<file path="src/rtl/rtc_alarm_pkg.sv">
package rtc_alarm_pkg;
  parameter int BYTE_W     = 8;
  parameter int NUM_FIELDS = 3;
  parameter int WILD_W     = 2;

  typedef logic [BYTE_W-1:0] fieldByte_t;
  typedef fieldByte_t [NUM_FIELDS-1:0] fieldVec_t;

  // strobes from control to datapath
  typedef struct packed {
    logic setFlag;
    logic clrFlag;
  } almStrobe_t;
endpackage

</file>
<file path="src/rtl/rtc_alarm_datapath.sv">
module rtc_alarm_datapath
  import rtc_alarm_pkg::*;
(
  input  logic       clk,
  input  logic       rstN,
  input  fieldVec_t  fieldsNow,
  input  fieldVec_t  fieldsAlm,
  input  almStrobe_t strb,
  output logic       allMatch,
  output logic       flagQ
);
  localparam int WILD_LSB = BYTE_W - WILD_W;

  logic [NUM_FIELDS-1:0] fieldHit;

  for (genvar gi = 0; gi < NUM_FIELDS; gi++) begin : g_field
    logic isWild;
    logic isEqual;
    // top WILD_W bits all ones mark a don't-care alarm byte
    assign isWild  = &fieldsAlm[gi][BYTE_W-1:WILD_LSB];
    assign isEqual = (fieldsAlm[gi] == fieldsNow[gi]);
    assign fieldHit[gi] = isWild | isEqual;
  end

  assign allMatch = &fieldHit;

  always_ff @(posedge clk or negedge rstN) begin
    if (!rstN) begin
      flagQ <= 1'b0;
    end else if (strb.setFlag) begin
      flagQ <= 1'b1;
    end else if (strb.clrFlag) begin
      flagQ <= 1'b0;
    end
  end
endmodule

</file>
<file path="src/rtl/rtc_alarm_ctrl.sv">
module rtc_alarm_ctrl
  import rtc_alarm_pkg::*;
(
  input  logic       updDone,
  input  logic       flagClr,
  input  logic       allMatch,
  input  logic       flagQ,
  input  logic       almIntEn,
  output almStrobe_t strb,
  output logic       irqReq
);
  always_comb begin
    strb.setFlag = updDone & allMatch;
    // a coincident set takes priority over the clear
    strb.clrFlag = flagClr & ~strb.setFlag;
    irqReq       = flagQ & almIntEn;
  end
endmodule

</file>
<file path="src/rtl/rtc_alarm_match.sv">
module rtc_alarm_match
  import rtc_alarm_pkg::*;
(
  input  logic       clk,
  input  logic       rstN,
  input  logic       updDone,
  input  logic [7:0] secNow,
  input  logic [7:0] minNow,
  input  logic [7:0] hrNow,
  input  logic [7:0] secAlm,
  input  logic [7:0] minAlm,
  input  logic [7:0] hrAlm,
  input  logic       almIntEn,
  input  logic       flagClr,
  output logic       almFlag,
  output logic       irqReq
);
  fieldVec_t  fieldsNow;
  fieldVec_t  fieldsAlm;
  almStrobe_t strb;
  logic       allMatch;
  logic       flagQ;

  assign fieldsNow = {hrNow, minNow, secNow};
  assign fieldsAlm = {hrAlm, minAlm, secAlm};

  rtc_alarm_datapath u_dp (
    .clk       (clk),
    .rstN      (rstN),
    .fieldsNow (fieldsNow),
    .fieldsAlm (fieldsAlm),
    .strb      (strb),
    .allMatch  (allMatch),
    .flagQ     (flagQ)
  );

  rtc_alarm_ctrl u_ctrl (
    .updDone  (updDone),
    .flagClr  (flagClr),
    .allMatch (allMatch),
    .flagQ    (flagQ),
    .almIntEn (almIntEn),
    .strb     (strb),
    .irqReq   (irqReq)
  );

  assign almFlag = flagQ;
endmodule

</file>
<file path="config.mk">
export PLATFORM = sky130hd
export DESIGN_NAME = rtc_alarm_match
export DESIGN_NICKNAME = d
export VERILOG_FILES = /design/src/rtl/rtc_alarm_pkg.sv /design/src/rtl/rtc_alarm_datapath.sv /design/src/rtl/rtc_alarm_ctrl.sv /design/src/rtl/rtc_alarm_match.sv
export SDC_FILE = /design/constraint.sdc
export NUM_CORES = 1
export LEC_CHECK = 0
export ABC_CLOCK_PERIOD_IN_PS = 800
export BUFFER_PORTS_ARGS = -buffer_cell sky130_fd_sc_hd__buf_2
export CORE_MARGIN = 2
export CORE_UTILIZATION = 24
export DETAILED_ROUTE_END_ITERATION = 10
export PLACE_DENSITY = 0.72
export SLEW_MARGIN = 30
export SYNTH_ARGS = -nofsm -noshare
export SYNTH_HDL_FRONTEND = slang
export SYNTH_SLANG_ARGS = --single-unit
</file>
<file path="constraint.sdc">
create_clock -name clk -period 0.8 [get_ports clk]
set_input_delay 0.08 -clock clk [delete_from_list [all_inputs] [get_ports clk]]
set_output_delay 0.08 -clock clk [all_outputs]
set_load 0.01 [all_outputs]
</file>
# == Word level (Yosys, flattened, before mapping) ==
# Index checks and enable logic that the tools add are counted.
# W data, S select, Z words.
# op_classes
eq_ne,3
n_mux,2
bitwise,7
reduce_logical,5
# ops
cell,n
$eq A8 B8 Y1,3
$reduce_and A2 Y1,3
$and A1 B1 Y1,3
$or A1 B1 Y1,3
$reduce_and A3 Y1,1
$mux W1,2
$reduce_bool A2 Y1,1
$not A1 Y1,1
# totals
reg_bits,1
input_bits,53
output_inout_bits,2
word_cells,18

# == Longest topological paths before layout ==
# depth
word_depth,8
mapped_depth,4
ltp_nobuf,4

# == Cells and area by module ==
# From an unflattened synthesis, not the netlist that was laid out.
# unflattened
hier_cells,40
hier_area_um2,336.6
# by_module_without_submodules
mod,n_inst,cells_per_inst,area_each_um2,seq_area_each_um2
rtc_alarm_datapath,1,37,316.6,25.0
rtc_alarm_ctrl,1,3,20.0,0.0

# == Worst setup path before layout ==
# No wires, ideal clock.
# synth_path
kind,input to register
start,in minAlm[6]
end,reg u_dp.flagQ
setup_time_ns,0.103
t_arrival_ns,0.865
t_required_ns,0.697
setup_slack_ns,-0.168
cell_stages,4
n_path_buf,0
path_cell_list,xor2_1 -> nor4_1 -> a22oi_1 -> o41ai_2
# synth_between
elab_chain_cells,7
word_cells_on_any_way,9
classes_between,eq/ne: 1; mux: 1; bitwise: 4; reduce/logical: 3
# synth_lines
element,line_no,rtl
from (decl),rtc_alarm_match.sv:11,"input logic [7:0] minAlm,"
$eq A8 B8 Y1 or $reduce_and A2 Y1 (tied branches),"rtc_alarm_datapath.sv:21, rtc_alarm_datapath.sv:20",
$or A1 B1 Y1 (*),rtc_alarm_datapath.sv:22,assign fieldHit[gi] = isWild | isEqual;
$reduce_and A3 Y1 (*),rtc_alarm_datapath.sv:25,assign allMatch = &fieldHit;
$and A1 B1 Y1 (*),rtc_alarm_ctrl.sv:13,strb.setFlag = updDone & allMatch;
$not A1 Y1,rtc_alarm_ctrl.sv:15,strb.clrFlag = flagClr & ~strb.setFlag;
$and A1 B1 Y1,rtc_alarm_ctrl.sv:15,
$reduce_bool A2 Y1 (no line),n/a,
to (signal assigned),rtc_alarm_datapath.sv:29,flagQ <= 1'b0;
to (signal assigned),rtc_alarm_datapath.sv:31,flagQ <= 1'b1;
to (signal assigned),rtc_alarm_datapath.sv:33,flagQ <= 1'b0;
to (decl),rtc_alarm_datapath.sv:10,output logic flagQ
# Mark *: on every way between the ends. The rest lies on a longest branch, timed or not.
# A chain may end at the register's enable or synchronous reset.

# == Worst setup path after layout ==
# layout_path
start,in minAlm[2]
end,reg u_dp.flagQ
# layout_between
elab_chain_cells,7
word_cells_on_any_way,8
classes_between,eq/ne: 1; mux: 1; bitwise: 4; reduce/logical: 2
# layout_lines
element,line_no,rtl
$eq A8 B8 Y1 (*),rtc_alarm_datapath.sv:21,assign isEqual = (fieldsAlm[gi] == fieldsNow[gi]);
$or A1 B1 Y1 (*),rtc_alarm_datapath.sv:22,
$reduce_and A3 Y1 (*),rtc_alarm_datapath.sv:25,
$and A1 B1 Y1 (*),rtc_alarm_ctrl.sv:13,
$not A1 Y1,rtc_alarm_ctrl.sv:15,
$and A1 B1 Y1,rtc_alarm_ctrl.sv:15,
$reduce_bool A2 Y1 (no line),n/a,
# Marks and branches as above.

==> out/results.ini <==
[floorplanning]
die_w_um=41.0
io_pins=55
core_area_sq_um=1280
die_height_um=41.0
fp-row-count=13
floorplan.initialDensity_pct=25.5
die_footprint_sq_um=1680

[worst_setup_path]
timing.critical_path.from=minAlm[2]
criticalPathCategory=input pin to flip-flop
cp_max_fo=1
worst_setup_path_start_kind=input pin
cp_data_required_time_ns=0.69
rr_worst_depth=2
cp-end-kind=flip-flop
critical_path.reg2reg.endpoint=u_dp.flagQ
regToRegStartpoint=u_dp.flagQ
crit_arrival_ns=1.05
rrSetupSlack_ns=0.14

[route]
drcViolationCount=0
final_routed_wirelength_across_all_metal_layers_um=940
firstDrtPassIters=1
routed_wire_length_per_instance_um=8.47
dr_vias=480
drt.antenna.violating_nets=0
drt-initial-drc-count=0
avgViaCountPerCell=4.32

[synth]
post_synth_mux_area_share_pct=0
avgSynthCellArea_sq_um=8.63
syn_std_cell_area_sq_um=328
netlist_top_cells_area=sky130_fd_sc_hd__xor2_1 64%, sky130_fd_sc_hd__nor4_1 11%, sky130_fd_sc_hd__dfrtp_1 7.6%, sky130_fd_sc_hd__a22oi_1 6.9%, sky130_fd_sc_hd__o41ai_2 5.0%
mappedNetlistNets=91
yosys.area_share.adder_pct=0
async_flop_share_pct=100
synth.lib_cells_used.distinct=8
ys_top_cells_by_count=24 x sky130_fd_sc_hd__xor2_1, 6 x sky130_fd_sc_hd__nor4_1, 3 x sky130_fd_sc_hd__a22oi_1
post-synth-top-count-cell=sky130_fd_sc_hd__xor2_1
synth_enable_flop_cells=0
synth.ff_latch_count=1
yosys.area.top_type=sky130_fd_sc_hd__xor2_1
synth_sequential_area_ratio_pct=7.63
combinational_family_with_the_most_area_after_synthesis=XOR/XNOR gates
synth_simple_gate_area_share_pct=15.3
synth_compound_gate_area_share_pct=11.8
yosysWarnings=0
post-synth-top-area-fraction_pct=64.1
synth-xor-area-share_pct=64.1
synth_top_flop_cell=sky130_fd_sc_hd__dfrtp_1
post_synth_inst_count=38

[global_route]
grt_overflow=0
grt_antenna_before_repair=0
first_global_vias=398
pin_count_of_the_biggest_net_entering_global_routing=4
grt_pass1_wl_um=1290
groute.usage.overall_pct=10.9

[pwr]
max-vdd-ir-drop_v=0.000242
static-leakage-power_uw=0.000382
powerDensity_nw_per_um2=486

[layout]
layout_top_registers=u_dp.flagQ (1)
utilization_pct=52.0
regMostFlops=u_dp.flagQ
flip_flop_count_of_the_largest_register_all_copies_and_words_added=1
drive_gt1_share_pct=60.4
diodes=0
area_growth_pct=104
fin_cells=111
finalNetCount=151

[timing]
rsz0062_at_grt=yes
finClkSkew_ns=0
fmaxAchievable_ghz=0.865
hold_viol=0
final.min_clock_period_ns=1.16
setup-violations-final=1
finalMaxSlewViolations=0
slew_headroom_pct=82.1
max_slew.worst_pin.slew_ns=0.266
final.period_utilization_pct=144
post-route-worst-setup-slack_ns=-0.356

[hold_path]
hold_path_depth=3
timing.hold.worst.start=updDone
hold_class=input pin to flip-flop
hold_path_end=u_dp.flagQ

[place]
gpl.final_weighted_congestion=0.631
dp_slack_ns=-0.383
dpl.cell_count=110
dpl_hpwl_um=908
io_buffer_count=54

[flow_run]
max_cap_viol_count=0

[outcome]
violations=negative setup slack
run_status=finished with violations

[clocking]
worstSkewPairLatency_ns=0
clk_pin_slew_ns=0

-- per-stage QoR --
stage / instance area, sq um / hold slack [ns] / power, uW / setup TNS (ns)
after floorplan: 328 / -0.216 / 149 / -0.168
after global placement: 639 / -0.142 / 310 / -0.388
after detailed placement: 639 / -0.144 / 316 / -0.383
after CTS: 656 / 0.346 / 323 / -0.360
after global routing: 668 / 0.384 / 356 / -0.441
final: 668 / 0.344 / 325 / -0.356
-- what timing repair did --
| action | 4_1_cts | 5_1_grt |
|---|---|---|
| hold buffers | 1 | 0 |
| endpoints found under the hold margin | 1 | 0 |
| resized for setup | 1 | 2 |
| setup buffers | 0 | 0 |
| setup endpoints to repair | 1 | 1 |
| pin swaps | 1 | 2 |
-- layout make-up --
type	instances	area, sq um
fillers	139	617
repair buffers	58	322
multi-input cells	36	299
flip-flops and latches	1	25.0
well taps	15	18.8
inverters	1	3.75
-- worst max-delay path, cell delays in order --
cell and delay (ns):
sky130_fd_sc_hd__buf_2 0.10, sky130_fd_sc_hd__xor2_1 0.13, sky130_fd_sc_hd__nor4_1 0.30, sky130_fd_sc_hd__a22oi_1 0.13, sky130_fd_sc_hd__o41ai_2 0.31
-- kinds of logic (layout without fill, tap and decap cells) --
kind of cell	count (synthesis)	after routing
buffers and inverters	1	59
AOI/OAI and AO/OA	4	4
DFF	1	1
xor gates and xnor gates	24	24
and+or+nand+nor	8	8
-- worst max path at each step --
stage	end	slack, ns
floorplan	u_dp.flagQ	-0.17
global placement	u_dp.flagQ	-0.39
detailed placement	u_dp.flagQ	-0.38
CTS	u_dp.flagQ	-0.36
global route	u_dp.flagQ	-0.44
finish	u_dp.flagQ	-0.36
-- per-layer routing --
layer	up-vias	share of wire, %	global-route usage [%]
met5	-	0	0
met4	0	1.3	3.33
met3	2	8.9	1.09
met2	25	58	21.5
met1	202	32	11.6
li1	251	-	-
-- power by group --
part	total, uW	leakage (uW)	internal, uW	switching (uW)
clock	0	0	0	0
combinational	272	0.000368	172	100
sequential	52.6	0.0000139	52.2	0.397
-- cell usage in the layout, fill, tap and decap left out --
cell	n
sky130_fd_sc_hd__dfrtp_1	1
sky130_fd_sc_hd__dlygate4sd3_1	1
sky130_fd_sc_hd__and2_1	1
sky130_fd_sc_hd__buf_2	51
sky130_fd_sc_hd__nand2b_1	1
sky130_fd_sc_hd__o41ai_2	1
sky130_fd_sc_hd__buf_4	3
sky130_fd_sc_hd__nor4_1	6
sky130_fd_sc_hd__xor2_1	24
sky130_fd_sc_hd__buf_6	3
sky130_fd_sc_hd__a22oi_1	3
sky130_fd_sc_hd__inv_1	1
Power figures use the tool's default switching activity.
